--- config.mk ---
export PLATFORM = sky130hd
export DESIGN_NAME = dual_port_reg_bank
export DESIGN_NICKNAME = d
export VERILOG_FILES = /design/src/rtl/dprb_pkg.sv /design/src/rtl/dprb_port.sv /design/src/rtl/dprb_merge.sv /design/src/rtl/dprb_irq.sv /design/src/rtl/dual_port_reg_bank.sv
export SDC_FILE = /design/constraint.sdc
export NUM_CORES = 1
export LEC_CHECK = 0
export BUFFER_PORTS_ARGS = -buffer_cell sky130_fd_sc_hd__buf_2
export CORE_MARGIN = 1
export CORE_UTILIZATION = 35
export CTS_BUF_LIST = sky130_fd_sc_hd__clkbuf_8
export CTS_CLUSTER_SIZE = 8
export DETAILED_ROUTE_END_ITERATION = 10
export GPL_TIMING_DRIVEN = 0
export PLACE_DENSITY_LB_ADDON = 0.1
export SETUP_SLACK_MARGIN = 0.4
export SYNTH_ARGS = -nofsm -noshare
export SYNTH_HDL_FRONTEND = slang
export SYNTH_SLANG_ARGS = --single-unit
--- constraint.sdc ---
create_clock -name clk_i -period 1.8 [get_ports clk_i]
set_clock_uncertainty 0.15 [all_clocks]
set_input_delay 0.27 -clock clk_i [delete_from_list [all_inputs] [get_ports clk_i]]
set_output_delay 0.27 -clock clk_i [all_outputs]
set_load 0.01 [all_outputs]
--- src/rtl/dprb_pkg.sv ---
package dprb_pkg;
  typedef enum logic {PRIV_LIMITED = 1'b0, PRIV_FULL = 1'b1} priv_e;

  function automatic int bank_words(input int nregs);
    return nregs + 2;
  endfunction
endpackage

--- src/rtl/dprb_port.sv ---
module dprb_port
  import dprb_pkg::*;
#(
  parameter int DW  = 32,
  parameter int NT  = 6,
  parameter int AW  = 3,
  localparam int BEW = DW / 8
) (
  input  logic                   clk_i,
  input  logic                   rst_ni,
  input  logic                   req_i,
  input  logic                   we_i,
  input  priv_e                  priv_i,
  input  logic [AW-1:0]          addr_i,
  input  logic [BEW-1:0]         be_i,
  input  logic [NT-1:0][DW-1:0]  full_mask_i,
  input  logic [NT-1:0][DW-1:0]  lim_mask_i,
  input  logic [NT-1:0][DW-1:0]  view_i,
  output logic [NT-1:0][DW-1:0]  bwe_o,
  output logic [DW-1:0]          rdata_o
);
  logic [DW-1:0] be_bits;
  logic [DW-1:0] rd_mux;

  always_comb begin
    for (int b = 0; b < BEW; b++) be_bits[b*8 +: 8] = {8{be_i[b]}};
  end

  always_comb begin
    for (int k = 0; k < NT; k++) begin
      if (req_i && we_i && addr_i == AW'(k))
        bwe_o[k] = be_bits & ((priv_i == PRIV_FULL) ? full_mask_i[k] : lim_mask_i[k]);
      else
        bwe_o[k] = '0;
    end
  end

  always_comb begin
    rd_mux = '0;
    for (int k = 0; k < NT; k++)
      if (addr_i == AW'(k)) rd_mux = view_i[k];
  end

  always_ff @(posedge clk_i or negedge rst_ni) begin
    if (!rst_ni)                rdata_o <= '0;
    else if (req_i && !we_i)    rdata_o <= rd_mux;
  end

  // read of an unmapped word yields zero one cycle later
  assert_unmapped_zero_R8: assert property (@(posedge clk_i) disable iff (!rst_ni)
    (req_i && !we_i && int'(addr_i) >= NT) |=> (rdata_o == '0));

  // read data is held between reads
  assert_rdata_hold_R4: assert property (@(posedge clk_i) disable iff (!rst_ni)
    !(req_i && !we_i) |=> $stable(rdata_o));
endmodule

--- src/rtl/dprb_merge.sv ---
module dprb_merge #(
  parameter int DW  = 32,
  parameter bit W1C = 1'b0
) (
  input  logic [DW-1:0] old_i,
  input  logic [DW-1:0] p_bwe_i,
  input  logic [DW-1:0] p_wdata_i,
  input  logic [DW-1:0] h_bwe_i,
  input  logic [DW-1:0] h_wdata_i,
  input  logic [DW-1:0] set_i,
  output logic [DW-1:0] next_o
);
  logic [DW-1:0] h_eff;
  logic [DW-1:0] wmask;
  logic [DW-1:0] wval;

  // processor owns every bit it writes; host fills the rest
  assign h_eff = h_bwe_i & ~p_bwe_i;
  assign wmask = p_bwe_i | h_eff;
  assign wval  = (p_wdata_i & p_bwe_i) | (h_wdata_i & h_eff);

  generate
    if (W1C) begin : g_w1c
      assign next_o = (old_i & ~wval) | set_i;
    end else begin : g_rw
      assign next_o = (old_i & ~wmask) | wval | set_i;
    end
  endgenerate
endmodule

--- src/rtl/dprb_irq.sv ---
module dprb_irq #(
  parameter int DW = 32,
  parameter int NE = 4,
  parameter logic [NE-1:0] HOST_EVT = '0
) (
  input  logic [DW-1:0] cause_i,
  input  logic [DW-1:0] en_i,
  output logic          p_irq_o,
  output logic          h_irq_o
);
  localparam logic [DW-1:0] EVT_ALL  = DW'({NE{1'b1}});
  localparam logic [DW-1:0] HOST_SEL = DW'(HOST_EVT);
  localparam logic [DW-1:0] PROC_SEL = EVT_ALL & ~HOST_SEL;

  logic [DW-1:0] pend;
  assign pend    = cause_i & en_i;
  assign p_irq_o = |(pend & PROC_SEL);
  assign h_irq_o = |(pend & HOST_SEL);
endmodule

--- src/rtl/dual_port_reg_bank.sv ---
module dual_port_reg_bank
  import dprb_pkg::*;
#(
  parameter int DATA_W      = 32,
  parameter int NUM_REGS    = 4,
  parameter int NUM_EVENTS  = 4,
  parameter bit SINGLE_PORT = 1'b0,
  parameter logic [NUM_REGS-1:0][DATA_W-1:0] HOST_WMASK =
    {32'h00FF_00FF, 32'h0000_0000, 32'hFFFF_FFFF, 32'h0000_FFFF},
  parameter logic [NUM_EVENTS-1:0] HOST_EVT_MASK = 4'b1100,
  localparam int NT  = bank_words(NUM_REGS),
  localparam int AW  = $clog2(NT),
  localparam int BEW = DATA_W / 8
) (
  input  logic              clk_i,
  input  logic              rst_ni,
  input  logic              p_req_i,
  input  logic              p_we_i,
  input  logic [AW:0]       p_addr_i,
  input  logic [BEW-1:0]    p_be_i,
  input  logic [DATA_W-1:0] p_wdata_i,
  output logic [DATA_W-1:0] p_rdata_o,
  input  logic              h_req_i,
  input  logic              h_we_i,
  input  logic [AW-1:0]     h_addr_i,
  input  logic [BEW-1:0]    h_be_i,
  input  logic [DATA_W-1:0] h_wdata_i,
  output logic [DATA_W-1:0] h_rdata_o,
  input  logic [NUM_EVENTS-1:0] evt_i,
  output logic              p_irq_o,
  output logic              h_irq_o
);
  localparam int CAUSE_IDX = NUM_REGS;
  localparam int EN_IDX    = NUM_REGS + 1;
  localparam logic [DATA_W-1:0] EVT_BITS = DATA_W'({NUM_EVENTS{1'b1}});

  logic [NT-1:0][DATA_W-1:0] full_mask, lim_mask;
  logic [NT-1:0][DATA_W-1:0] regs_q, regs_d;
  logic [NT-1:0][DATA_W-1:0] p_bwe, h_bwe;
  priv_e p_priv;
  logic  h_req_eff;

  assign p_priv    = SINGLE_PORT ? priv_e'(p_addr_i[AW]) : PRIV_FULL;
  assign h_req_eff = h_req_i & ~SINGLE_PORT;

  generate
    for (genvar k = 0; k < NT; k++) begin : g_word
      if (k < NUM_REGS) begin : g_gen
        assign full_mask[k] = '1;
        assign lim_mask[k]  = HOST_WMASK[k];
      end else begin : g_evt
        assign full_mask[k] = EVT_BITS;
        assign lim_mask[k]  = DATA_W'(HOST_EVT_MASK);
      end

      dprb_merge #(.DW(DATA_W), .W1C(k == CAUSE_IDX)) u_merge (
        .old_i     (regs_q[k]),
        .p_bwe_i   (p_bwe[k]),
        .p_wdata_i (p_wdata_i),
        .h_bwe_i   (h_bwe[k]),
        .h_wdata_i (h_wdata_i),
        .set_i     ((k == CAUSE_IDX) ? DATA_W'(evt_i) : '0),
        .next_o    (regs_d[k])
      );

      always_ff @(posedge clk_i or negedge rst_ni) begin
        if (!rst_ni) regs_q[k] <= '0;
        else         regs_q[k] <= regs_d[k];
      end

      if (k < NUM_REGS) begin : g_chk
        // host-only write leaves protected bits untouched
        assert_host_protect_R2: assert property (@(posedge clk_i) disable iff (!rst_ni)
          (h_req_eff && h_we_i && h_addr_i == AW'(k) && p_bwe[k] == '0)
          |=> (((regs_q[k] ^ $past(regs_q[k])) & ~HOST_WMASK[k]) == '0));
        // processor-written bits carry processor data
        assert_proc_wins_R3: assert property (@(posedge clk_i) disable iff (!rst_ni)
          (p_bwe[k] != '0) |=> ((regs_q[k] & $past(p_bwe[k])) == ($past(p_wdata_i) & $past(p_bwe[k]))));
      end
    end
  endgenerate

  dprb_port #(.DW(DATA_W), .NT(NT), .AW(AW)) u_pport (
    .clk_i       (clk_i),
    .rst_ni      (rst_ni),
    .req_i       (p_req_i),
    .we_i        (p_we_i),
    .priv_i      (p_priv),
    .addr_i      (p_addr_i[AW-1:0]),
    .be_i        (p_be_i),
    .full_mask_i (full_mask),
    .lim_mask_i  (lim_mask),
    .view_i      (regs_q),
    .bwe_o       (p_bwe),
    .rdata_o     (p_rdata_o)
  );

  dprb_port #(.DW(DATA_W), .NT(NT), .AW(AW)) u_hport (
    .clk_i       (clk_i),
    .rst_ni      (rst_ni),
    .req_i       (h_req_eff),
    .we_i        (h_we_i),
    .priv_i      (PRIV_LIMITED),
    .addr_i      (h_addr_i),
    .be_i        (h_be_i),
    .full_mask_i (full_mask),
    .lim_mask_i  (lim_mask),
    .view_i      (regs_q),
    .bwe_o       (h_bwe),
    .rdata_o     (h_rdata_o)
  );

  dprb_irq #(.DW(DATA_W), .NE(NUM_EVENTS), .HOST_EVT(HOST_EVT_MASK)) u_irq (
    .cause_i (regs_q[CAUSE_IDX]),
    .en_i    (regs_q[EN_IDX]),
    .p_irq_o (p_irq_o),
    .h_irq_o (h_irq_o)
  );

  generate
    for (genvar e = 0; e < NUM_EVENTS; e++) begin : g_evt_chk
      assert_evt_sets_R5: assert property (@(posedge clk_i) disable iff (!rst_ni)
        evt_i[e] |=> regs_q[CAUSE_IDX][e]);
    end
  endgenerate

  assert_host_irq_route_R7: assert property (@(posedge clk_i) disable iff (!rst_ni)
    h_irq_o |-> ((regs_q[CAUSE_IDX] & DATA_W'(HOST_EVT_MASK)) != '0));
  assert_proc_irq_route_R7: assert property (@(posedge clk_i) disable iff (!rst_ni)
    p_irq_o |-> ((regs_q[CAUSE_IDX] & EVT_BITS & ~DATA_W'(HOST_EVT_MASK)) != '0));
  assert_evt_width_R8: assert property (@(posedge clk_i) disable iff (!rst_ni)
    ((regs_q[CAUSE_IDX] | regs_q[EN_IDX]) & ~EVT_BITS) == '0);
endmodule

**Word-level counts from Yosys, hierarchy flattened**

Index checks and enable logic that the tools add are counted.

- Register bits: 256
- Input bits: 89

- Equal/unequal tests: 10
- Muxes and demuxes: 23
- Bitwise operators: 49
- Reduce and logical (&&, ||, !) cells: 21

Operator list:

| kind | number |
|---|---|
| AND 32 bit | 17 |
| two-way mux 32 bit | 17 |
| OR 32 bit | 13 |
| NOT 32 bit | 9 |
| AND 32 x 4 -> 32 bit | 2 |
| AND 4 x 32 -> 32 bit | 2 |
| NOT 4 -> 32 bit | 2 |
| AND 24 x 32 -> 32 bit | 1 |
| OR 32 x 4 -> 32 bit | 1 |
| OR 4 x 32 -> 32 bit | 1 |
| two-way mux 24 bit | 1 |
| two-way mux 16 bit | 1 |
| two-way mux 4 bit | 4 |
| logical AND 1 bit | 15 |
| == test 3 x 2 -> 1 bit (second input constant) | 4 |
| == test 3 bit (second input constant) | 4 |
| == test 3 x 1 -> 1 bit (second input constant) | 2 |
| zero test 3 bit | 2 |
| AND 4 bit | 1 |
| OR reduction 2 bit | 2 |
| zero test 1 bit | 2 |

**Depth between registers and ports, before layout**

Gate-level depths: netlist of the first run.

- Depth in word-level cells: 10
- Mapped depth: 7

**By module**

A second synthesis of the first run with hierarchy kept.

- Cell total of the unflattened synthesis: 2452
- Area total of the unflattened synthesis: 20714.9 um2

Modules (own cells, without submodules):

| module | times used | cells each | area an instance (um2) | seq. area each (um2) |
|---|---|---|---|---|
| dprb_port | 2 | 760 | 5520.3 | 800.8 |
| dual_port_reg_bank | 1 | 194 | 4812.1 | 4804.6 |
| dprb_merge (g_word[0].u_merge ...) | 5 | 128 | 840.8 | 0.0 |
| dprb_merge (g_word[4].u_merge) | 1 | 96 | 640.6 | 0.0 |
| dprb_irq | 1 | 2 | 17.5 | 0.0 |

**Least setup slack after synthesis of the first run**

OpenSTA, ideal clock, no wires.

- Kind: in2reg
- Start point: input port p_addr_i[0]
- End point: register (tool-made name)
- Data arrival time: 1.324 ns
- Data required time: 1.525 ns
- Path slack: 0.201 ns
- Cell stages on the path: 4
- Path buffers: 1
- Cell sequence: or2_2 buf_2 nor2_2 mux2_2

RTL lines:

| element | RTL line | RTL |
|---|---|---|
| start, declared | dual_port_reg_bank.sv:19 | `input logic [AW:0] p_addr_i,` |

**Worst setup path after layout of the first run**

- Start point: register regs_q[131] (netlist bit)
- End point: output port h_irq_o

- Longest elaborated chain between the ends: 2

RTL lines:

| element | RTL line | RTL |
|---|---|---|
| start, declared | dual_port_reg_bank.sv:38 | `logic [NT-1:0][DATA_W-1:0] regs_q, regs_d;` |
| start signal, assigned by index | dual_port_reg_bank.sv:68 | `else regs_q[k] <= regs_d[k];` |
| AND 4 bit | dprb_irq.sv:16 | `assign pend = cause_i & en_i;` |
| OR reduction 2 bit | dprb_irq.sv:18 | `assign h_irq_o = \|(pend & HOST_SEL);` |
| end, declared | dual_port_reg_bank.sv:31 | `output logic h_irq_o` |

No other way between the ends.

==> run summary, run 1 <==
Outcome = finished, violations left
Failing checks = negative hold slack
Max-Cap Viols = 0
Final Cycle Share = 92.68%
CTS root buffer = clkbuf_8
Post-synth ARST share = 100.0%
Setup TNS = 0 ps
Syn avg cell area = 9.948 um2
Endpoints failing hold = 111
# DRC = 0
Sink Count = 200
Warnings, synthesis = 0
R2R depth = 4
Commonest non-fill, non-tap cell in the layout = dfrtp_1
Total CTS buffers = 17
Top cell type's share of synthesized area = 49.52%
GRT Overall Usage = 26.15%
Hold-fix buffers, CTS = 68
Fin Hold WS = -294.1 ps
Mapped Area = 10,110 um2
Layout cells sized above 1 = 34.22%
Syn_nets = 1,105
Final #Nets = 1,398
Seq/Total Area, Yosys = 49.52%
Crit path arrival time = 1250 ps
Clk buf depth = 2
Die area = 29,560 um2
Initial Util = 35.99%
Max_slew headroom = 41.58%
Row cnt = 61
Vias in the first global route = 9,201
Synth area leaders = dfrtp_1, mux2_2, nand2_1, o221ai_1, a31oi_1
Slew Viols, Final = 0
CP Capture Type = output port
Antenna violations before repair = 2
Synth Flop Type = dfrtp_1
Port buffer count = 150
Vias per cell = 5.458
Commonest non-fill, non-tap cells in the layout = dfrtp_1, nand2_1, buf_2
Reg clk slew, reported paths = 120 ps
ANT nets after route = 0
Layout area overhead = 33.63%
Post-synth EDFFs = 0
Reg2Reg Setup Slack = 400 ps
Grt total ovfl = 0
WP data required = 1380 ps
Fmax = 599.4 MHz
Crit Reg-Reg Endpoint = u_hport.rdata_o[0]
I/O pins = 155
Crit start category = register
Worst-path maximum fanout = 2
DR vias = 9,278
Crit path kind = register to output port
Post-DP HPWL = 25.65 mm
Least-Margin Pin Slew = 876.2 ps
Placed cell area = 11,810 um2
H-tree lvl count = 4
First-pass GRT wire length = 56.81 mm
RSZ-0062 raised after global routing = yes
Worst Hold Class = input port to async pin
Initial drt markers = 599
Pin count of the biggest net entering global routing = 113
Yosys reg bits = 200
Setup violators final = 0
Clk_lat worst skew = 490 ps
Static leakage = 6.000 nW
CTS tree = done
Worst vdd ir = 527.2 uV
CP endpoint = h_irq_o
Final Critical Period = 1668 ps
Height of the chip = 171.9 um
Yosys cell types = 52
Total iterations of the first detailed-routing run = 5
Drt wl/cell = 22.26 um
Die X = 171.9 um
Routability cong. = 0.8556
Cell count after synthesis = 1,016
CORE AREA = 28,090 um2
Reg2reg start = regs_q[0]
Total Wirelength = 37.85 mm
Final instance area = 13,510 um2
Yosys top cell by area = dfrtp_1
Crit path from = regs_q[131]
PD cells = 890.2 nW/um2
-- metal layers --
metal	track usage [%]	vias to the layer above	wire, um
met5	0	-	0
met4	6.233	0	641
met3	5.104	42	2281
met2	42.20	342	17880
met1	36.03	4614	17040
li1	-	4280	-
-- cell usage after synthesis, drive strengths merged (6+ instances only) --
master  instances
dfrtp         200
nand2         194
nor2          105
mux2           70
o21ai          66
a31oi          60
o221ai         52
buf            42
nor2b          37
a211oi         29
clkbuf         24
o22ai          17
mux2i          14
nand2b         14
and2           13
a21oi          10
o22a           10
nand3           8
a22o            6
o32a            6
-- final cells by class --
| cell class | count | area (um2) |
|---|---|---|
| Antenna cell | 1 | 2.502 |
| Buffer | 66 | 493.0 |
| Clock buffer | 17 | 234.0 |
| Clock inverter | 14 | 158.9 |
| Fill cell | 2806 | 14580 |
| Inverter | 4 | 15.01 |
| Multi-Input combinational cell | 746 | 5169 |
| Sequential cell | 200 | 5005 |
| Tap cell | 378 | 473.0 |
| Timing Repair Buffer | 274 | 1957 |
-- through the flow --
step	utilization [%]	total power (W)	std cells	worst slack (ps)
final	48.09	0.01202	1700	131.7
after floorplan	-	0.007614	1016	284.0
after CTS	47.02	0.01192	1680	96.64
after global routing	48.09	0.01262	1700	78.22
after global placement	41.91	0.008684	1544	-3342
after detailed placement	42.04	0.008725	1545	-516.1
-- worst min path at each step --
stage | start | endpoint | slack [ps] | cells past startpoint
final | rst_ni | u_hport.rdata_o[24] | -290 | 1
after global routing | rst_ni | u_hport.rdata_o[24] | -240 | 1
after CTS | rst_ni | u_hport.rdata_o[24] | -270 | 1
after detailed placement | rst_ni | u_hport.rdata_o[24] | 280 | 1
after global placement | evt_i[0] | regs_q[128] | 300 | 2
after floorplan | rst_ni | async pin | -180 | 0
-- kinds of logic (layout without fill, tap and decap cells) --
group,count (synthesis),count (layout),synth area share (%)
flip-flops,200,200,49.52
buffers and inverters,70,375,3.466
other,0,1,0
AND/OR/NAND/NOR,392,392,18.98
multiplexers,88,88,10.08
AO/OA/AOI/OAI,266,266,17.96
-- report_power, final --
part	internal (W)	total, W	switching (W)
clock	0.00104	0.00297	0.00193
combinational	0.00153	0.00291	0.00138
sequential	0.00536	0.00615	0.000789
-- critical path: stages (launching register included) --
cell,delay [ps]
dfrtp_1,400
a22o_1,240
buf_2,140
-- repair_timing --
action,4_1_cts,5_1_grt
buffers inserted,36,19
setup endpoints to repair,163,155
hold endpoints to repair,245,111
resized for setup,22,41
pin swaps,2,7
No activity file was read; power rests on OpenSTA's default activity.
==> inputs of run 2 (changes only) <==
--- a/config.mk
+++ b/config.mk
@@ -7,7 +7,7 @@
 export LEC_CHECK = 0
 export BUFFER_PORTS_ARGS = -buffer_cell sky130_fd_sc_hd__buf_2
 export CORE_MARGIN = 1
-export CORE_UTILIZATION = 35
+export CORE_UTILIZATION = 45
 export CTS_BUF_LIST = sky130_fd_sc_hd__clkbuf_8
 export CTS_CLUSTER_SIZE = 8
 export DETAILED_ROUTE_END_ITERATION = 10
==> run summary, run 2 (same netlist as run 1, synthesis figures left out) <==
Crit path arrival time = 1270 ps (was 1250 ps)
CP Capture Type = output port (unchanged)
Final #Nets = 1,399 (was 1,398)
Fin cells = 1,604 (was 1,700)
Reg clk slew, reported paths = 120 ps (about the same)
Max-Cap Viols = 0 (unchanged)
Pin count of the biggest net entering global routing = 121 (was 113)
Crit-path cells = a22o_1, buf_2 (unchanged)
Layout area overhead = 31.94% (was 33.63%)
H-tree lvl count = 4 (unchanged)
Total Wirelength = 35.29 mm (was 37.85 mm)
Worst setup margin = 107.5 ps (was 131.7 ps)
Post-DP HPWL = 23.74 mm (was 25.65 mm)
Antenna violations before repair = 2 (unchanged)
RSZ-0062 raised after global routing = yes (unchanged)
Die X = 151.9 um (was 171.9 um)
ANT nets after route = 0 (unchanged)
Static leakage = 6.004 nW (was 6.000 nW)
CTS root buffer = clkbuf_8 (unchanged)
Routability cong. = 0.8609 (was 0.8556)
Endpoints failing hold = 119 (was 111)
Final Critical Period = 1693 ps (was 1668 ps)
Outcome = finished, violations left (unchanged)
Critical path's slowest cell = dfrtp_1 (unchanged)
CTS tree = done (unchanged)
Crit-path max cell delay = 400 ps (about the same)
Sink Count = 200 (unchanged)
Vias in the first global route = 9,368 (was 9,201)
Placed insts = 1,448 (was 1,545)
Overall Power = 0.01209 W (was 0.01202 W)
Met3 global-route usage = 6.532% (was 5.104%)
Busiest grt layer = met2 (unchanged)
Setup violators final = 0 (unchanged)
Height of the chip = 151.9 um (was 171.9 um)
Grt total ovfl = 0 (unchanged)
# DRC = 0 (unchanged)
Clk_lat worst skew = 490 ps (about the same)
Hold-fix buffers, CTS = 68 (unchanged)
Total CTS buffers = 17 (unchanged)
Commonest non-fill, non-tap cells in the layout = dfrtp_1, nand2_1, buf_2 (unchanged)
Worst vdd ir = 587.6 uV (was 527.2 uV)
I/O pins = 155 (unchanged)
Fmax = 590.8 MHz (was 599.4 MHz)
WP data required = 1380 ps (about the same)
Row cnt = 54 (was 61)
Initial Util = 46.17% (was 35.99%)
Least-Margin Pin Slew = 902.7 ps (was 876.2 ps)
Worst-path maximum fanout = 2 (unchanged)
Final Cycle Share = 94.03% (was 92.68%)
Grt met2 use = 48.96% (was 42.20%)
Slew Viols, Final = 0 (unchanged)
CORE AREA = 21,890 um2 (was 28,090 um2)
Max_slew headroom = 39.82% (was 41.58%)
Die area = 23,060 um2 (was 29,560 um2)
Clk buf depth = 2 (unchanged)
Crit start category = register (unchanged)
First-pass GRT wire length = 54.37 mm (was 56.81 mm)
Layout cells sized above 1 = 33.79% (was 34.22%)
Drt wl/cell = 22.00 um (was 22.26 um)
Placed cell area = 11,710 um2 (was 11,810 um2)
Worst Hold Class = input port to async pin (unchanged)
Total iterations of the first detailed-routing run = 8 (was 5)
Post-place setup slack = -422.7 ps (was -516.1 ps)
Vias per cell = 5.852 (was 5.458)
Failing checks = negative hold slack (unchanged)
GRT Overall Usage = 30.96% (was 26.15%)
Port buffer count = 150 (unchanged)
Fin Hold WS = -332.2 ps (was -294.1 ps)
Commonest non-fill, non-tap cell in the layout = dfrtp_1 (unchanged)
Crit path kind = register to output port (unchanged)
Final instance area = 13,340 um2 (was 13,510 um2)
DR vias = 9,387 (was 9,278)
PD cells = 906.5 nW/um2 (was 890.2 nW/um2)
Initial drt markers = 711 (was 599)
GR Layer Usage met1 = 41.98% (was 36.03%)
==> run 2: what timing repair did <==
item | CTS | global route
endpoints found under the setup margin | 136 | 127
buffers inserted | 34 | 21
gates resized for setup | 12 | 31
pin swaps | 3 | 4
endpoints found under the hold margin | 255 | 119
==> run 2: layout make-up <==
cell class	count	area (um2)
fillers	1951	8556
multi-input cells	746	5144
flip-flops and latches	200	5005
repair buffers	275	1934
plain buffers	66	474.2
well taps	280	350.3
clock buffers	17	234.0
clock inverters	15	176.4
inverters	4	15.01
diodes	1	2.502
==> run 2: worst paths after layout <==
check	start	end	slack, ps	depth (start not counted)
setup / recovery	regs_q[131]	h_irq_o	110	2
hold / removal	rst_ni	u_hport.rdata_o[24]	-330	2
setup reg to reg	regs_q[1]	u_pport.rdata_o[1]	390	3
hold reg to reg	u_hport.rdata_o[6]	u_hport.rdata_o[6]	350	2
max in group asynchronous	rst_ni	regs_q[38]	990	3
min in group clk_i	h_addr_i[1]	regs_q[3]	40	4
==> run 2: through the flow <==
step	TNS [ps]	util (%)
after floorplan	0	-
after global placement	-636440	53.21
after detailed placement	-16340	53.50
after CTS	0	59.84
after global routing	0	60.92
final	0	60.92
==> run 2: power by group <==
part,total [W],internal (W),switching [W]
clock network,0.00306,0.00118,0.00188
logic,0.00287,0.00150,0.00137
registers,0.00615,0.00536,0.000787
==> run 2: critical path: cells and delay by family, from the launching register on <==
family                 cells  cell delay [ps]
DFF                        1              400
buffers and inverters      1              140
AOI/OAI and AO/OA          1              240
==> run 2: per-layer routing <==
metal | part of all wire (%) | vias to the layer above
li1 | - | 4290
met1 | 43 | 4609
met5 | 0.034 | -
met4 | 2.7 | 2
met3 | 7.1 | 77
met2 | 47 | 409
==> inputs of run 3 (changes only) <==
--- a/config.mk
+++ b/config.mk
@@ -7,7 +7,7 @@
 export LEC_CHECK = 0
 export BUFFER_PORTS_ARGS = -buffer_cell sky130_fd_sc_hd__buf_2
 export CORE_MARGIN = 1
-export CORE_UTILIZATION = 45
+export CORE_UTILIZATION = 25
 export CTS_BUF_LIST = sky130_fd_sc_hd__clkbuf_8
 export CTS_CLUSTER_SIZE = 8
 export DETAILED_ROUTE_END_ITERATION = 10
@@ -16,4 +16,5 @@
 export SETUP_SLACK_MARGIN = 0.4
 export SYNTH_ARGS = -nofsm -noshare
 export SYNTH_HDL_FRONTEND = slang
+export SYNTH_HIERARCHICAL = 1
 export SYNTH_SLANG_ARGS = --single-unit
==> run summary, run 3 <==
Yosys top cell by area = dfrtp_1 (unchanged)
Vias per cell = 4.221 (was 5.852)
Clk_lat worst skew = 700 ps (was 490 ps)
Post-synthesis mux area share = 30.29% (was 10.08%)
Commonest non-fill, non-tap cell in the layout = conb_1 (was dfrtp_1)
Worst Hold Class = input port to async pin (unchanged)
Int Pwr = 0.01121 W (was 0.008043 W)
Cell count after synthesis = 2,452 (was 1,016)
# DRC = 0 (unchanged)
Critical path's slowest cell = dfrtp_2 (was dfrtp_1)
Fin Hold WS = -519.0 ps (was -332.2 ps)
Total Wirelength = 97.42 mm (was 35.29 mm)
Port buffer count = 153 (was 150)
PD cells = 551.9 nW/um2 (was 906.5 nW/um2)
Largest family of logic cells by synthesized area = multiplexers (was simple AND/OR/NAND/NOR gates)
Synth Area in Compound Gates = 13.98% (was 17.96%)
Drt wl/cell = 19.36 um (was 22.00 um)
Worst vdd ir = 479.2 uV (was 587.6 uV)
Row cnt = 105 (was 54)
Crit path arrival time = 1550 ps (was 1270 ps)
Crit-path cells = a22o_4, buf_6 (was a22o_1, buf_2)
Final #Nets = 4,008 (was 1,399)
CTS root buffer = clkbuf_8 (unchanged)
Overall Power = 0.01710 W (was 0.01209 W)
Initial drt markers = 1,291 (was 711)
Synth area leaders = dfrtp_1, mux2i_1, nor2_1, nor3b_1, a21oi_1 (was dfrtp_1, mux2_2, nand2_1, o221ai_1, a31oi_1)
ANT nets after route = 0 (unchanged)
Largest reg by FF count = regs_q
CP Capture Type = output port (unchanged)
Total iterations of the first detailed-routing run = 6 (was 8)
Antenna violations before repair = 4 (was 2)
Top Registers = regs_q x192, u_hport/rdata_o x32, u_pport/rdata_o x32
Mapped Area = 20,710 um2 (was 10,110 um2)
Clk buf depth = 3 (was 2)
Buffers & Inverters on Critical Path = 1 (unchanged)
DR vias = 21,240 (was 9,387)
Setup violators final = 2 (was 0)
CP top delay family = flip-flops (unchanged)
Post-synth EDFFs = 0 (unchanged)
Post-layout util = 37.80% (was 60.92%)
Yosys cell types = 31 (was 52)
Static leakage = 14.05 nW (was 6.004 nW)
GRT Overall Usage = 23.00% (was 30.96%)
Crit-path max cell delay = 440 ps (was 400 ps)
Outcome = finished, violations left (unchanged)
Slew Viols, Final = 0 (unchanged)
Post-DP HPWL = 67.72 mm (was 23.74 mm)
Initial Util = 25.27% (was 46.17%)
Combinational share of power = 23.2% (was 23.8%)
Final Cycle Share = 109.4% (was 94.03%)
Simple-gate portion of the synthesized area = 22.17% (was 18.98%)
Psw = 0.005894 W (was 0.004045 W)
Layout cells sized above 1 = 17.22% (was 33.79%)
Setup TNS = -245.2 ps (was 0 ps)
Sink Count = 256 (was 200)
Syn avg cell area = 8.448 um2 (was 9.948 um2)
CORE AREA = 81,980 um2 (was 21,890 um2)
Adder-cell area share of the yosys netlist = 0% (unchanged)
Sw Share = 34.46% (was 33.46%)
Reg clk slew, reported paths = 60 ps (was 120 ps)
Pin count of the biggest net entering global routing = 94 (was 121)
Fill count = 8,834 (was 1,951)
Layout area overhead = 49.61% (was 31.94%)
I/O pins = 155 (unchanged)
Least-Margin Pin Slew = 873.7 ps (was 902.7 ps)
Total CTS buffers = 58 (was 17)
Synth cell count leaders = mux2i_1, nor2_1, dfrtp_1 (was dfrtp_1, nand2_1, nor2_1)
Height of the chip = 289.9 um (was 151.9 um)
Max reg flops = 192
H-tree lvl count = 2 (was 4)
Die area = 84,020 um2 (was 23,060 um2)
Endpoints failing hold = 90 (was 119)
Top cell type's share of synthesized area = 30.93% (was 49.52%)
Fmax = 507.7 MHz (was 590.8 MHz)
RSZ-0062 raised after global routing = yes (unchanged)
CTS tree = done (unchanged)
Commonest non-fill, non-tap cells in the layout = conb_1, mux2i_1, nor2_1 (was dfrtp_1, nand2_1, buf_2)
Seq/Total Area, Yosys = 30.93% (was 49.52%)
First-pass GRT wire length = 139.8 mm (was 54.37 mm)
Die X = 289.9 um (was 151.9 um)
Vias in the first global route = 19,870 (was 9,368)
WP data required = 1380 ps (about the same)
Warnings, synthesis = 6 (was 0)
Synth Flop Type = dfrtp_1 (unchanged)
Worst-path maximum fanout = 3 (was 2)
Worst setup margin = -169.9 ps (was 107.5 ps)
Seq pwr share = 36.6% (was 50.9%)
Max_slew headroom = 41.75% (was 39.82%)
Yosys reg bits = 256 (was 200)
XOR/XNOR Fraction of Synth Area = 0% (unchanged)
Post-place setup slack = -888.6 ps (was -422.7 ps)
Clk network pwr share = 40.3% (was 25.3%)
Hold-fix buffers, CTS = 68 (unchanged)
Failing checks = negative hold slack, negative setup slack (was negative hold slack)
Crit path kind = register to output port (unchanged)
Max-Cap Viols = 0 (unchanged)
Post-synth ARST share = 100.0% (unchanged)
Final Critical Period = 1970 ps (was 1693 ps)
Crit start category = register (unchanged)
Grt total ovfl = 0 (unchanged)
Routability cong. = 0.8435 (was 0.8609)
[run 3: changes by cell type after synthesis, sizes merged, moves of 30 or more]
cell and change:
mux2i +570, nor2 +479, a21oi +208, nor3b +160, a31oi -60, nand2 -60, dfrtp +56, o22ai +43
mux2 -36, nand3b +32, a31o +30, clkbuf +30
[run 3: stage by stage]
step	cell area, um2	std cells
after detailed placement	27990	4793
after global placement	27920	4791
after CTS	30330	4991
after global routing	30990	5031
after floorplan	25820	3568
final	30990	5031
[run 3: layer usage]
metal  global-route usage, %  share of wire, %  vias up  wire [um]
li1                        -                 -    10730          -
met3                   3.699               5.5      129       5327
met5                       0             0.024        -         23
met4                   5.566               2.3        4       2254
met1                   32.39                48     9837      46900
met2                   36.50                44      539      42910
[run 3: layout make-up]
type	count	area [um2]	area share (%)
antenna	1	2.502	0.008075
buffer	116	795.8	2.568
clock buffer	75	1032	3.331
clock inverter	26	111.4	0.3593
inverter	2	7.507	0.02422
multi-input combinational	3194	19110	61.67
sequential	256	6424	20.73
tap	1070	1339	4.320
timing repair buffer	291	2166	6.989
[run 3: what timing repair did]
action / 4_1_cts / 5_1_grt
hold endpoints to repair: 226 / 90
setup buffers: 29 / 39
setup endpoints to repair: 177 / 236
resized for setup: 92 / 94
pin swaps: 10 / 23
[run 3: cells by family (layout without fill, tap and decap cells)]
logic type	Yosys count	after routing
AND/OR/NAND/NOR	984	984
multiplexers	620	620
AO/OA/AOI/OAI	472	472
flip-flops	256	256
buffers and inverters	118	510
other	2	1119
[run 3: power groups by stage]
stage	registers, W	logic [W]	clock network (W)
floorplan	0.00633	0.00195	0
global placement	0.00636	0.00322	0
detailed placement	0.00635	0.00324	0
CTS	0.00626	0.00355	0.00713
global route	0.00627	0.00433	0.00740
finish	0.00625	0.00396	0.00689
[run 3: path summary, 6_finish.rpt]
path / start / endpoint / slack, ps / cells after the start
max in group asynchronous: rst_ni / u_hport/rdata_o[14] / 900 / 2
max: regs_q[162] / h_irq_o / -170 / 2
max reg2reg: regs_q[128] / u_pport/rdata_o[0] / 240 / 6
min: rst_ni / regs_q[69] / -520 / 1
min in group clk_i: p_be_i[0] / regs_q[161] / 130 / 5
min reg2reg: u_pport/rdata_o[23] / u_pport/rdata_o[23] / 330 / 2
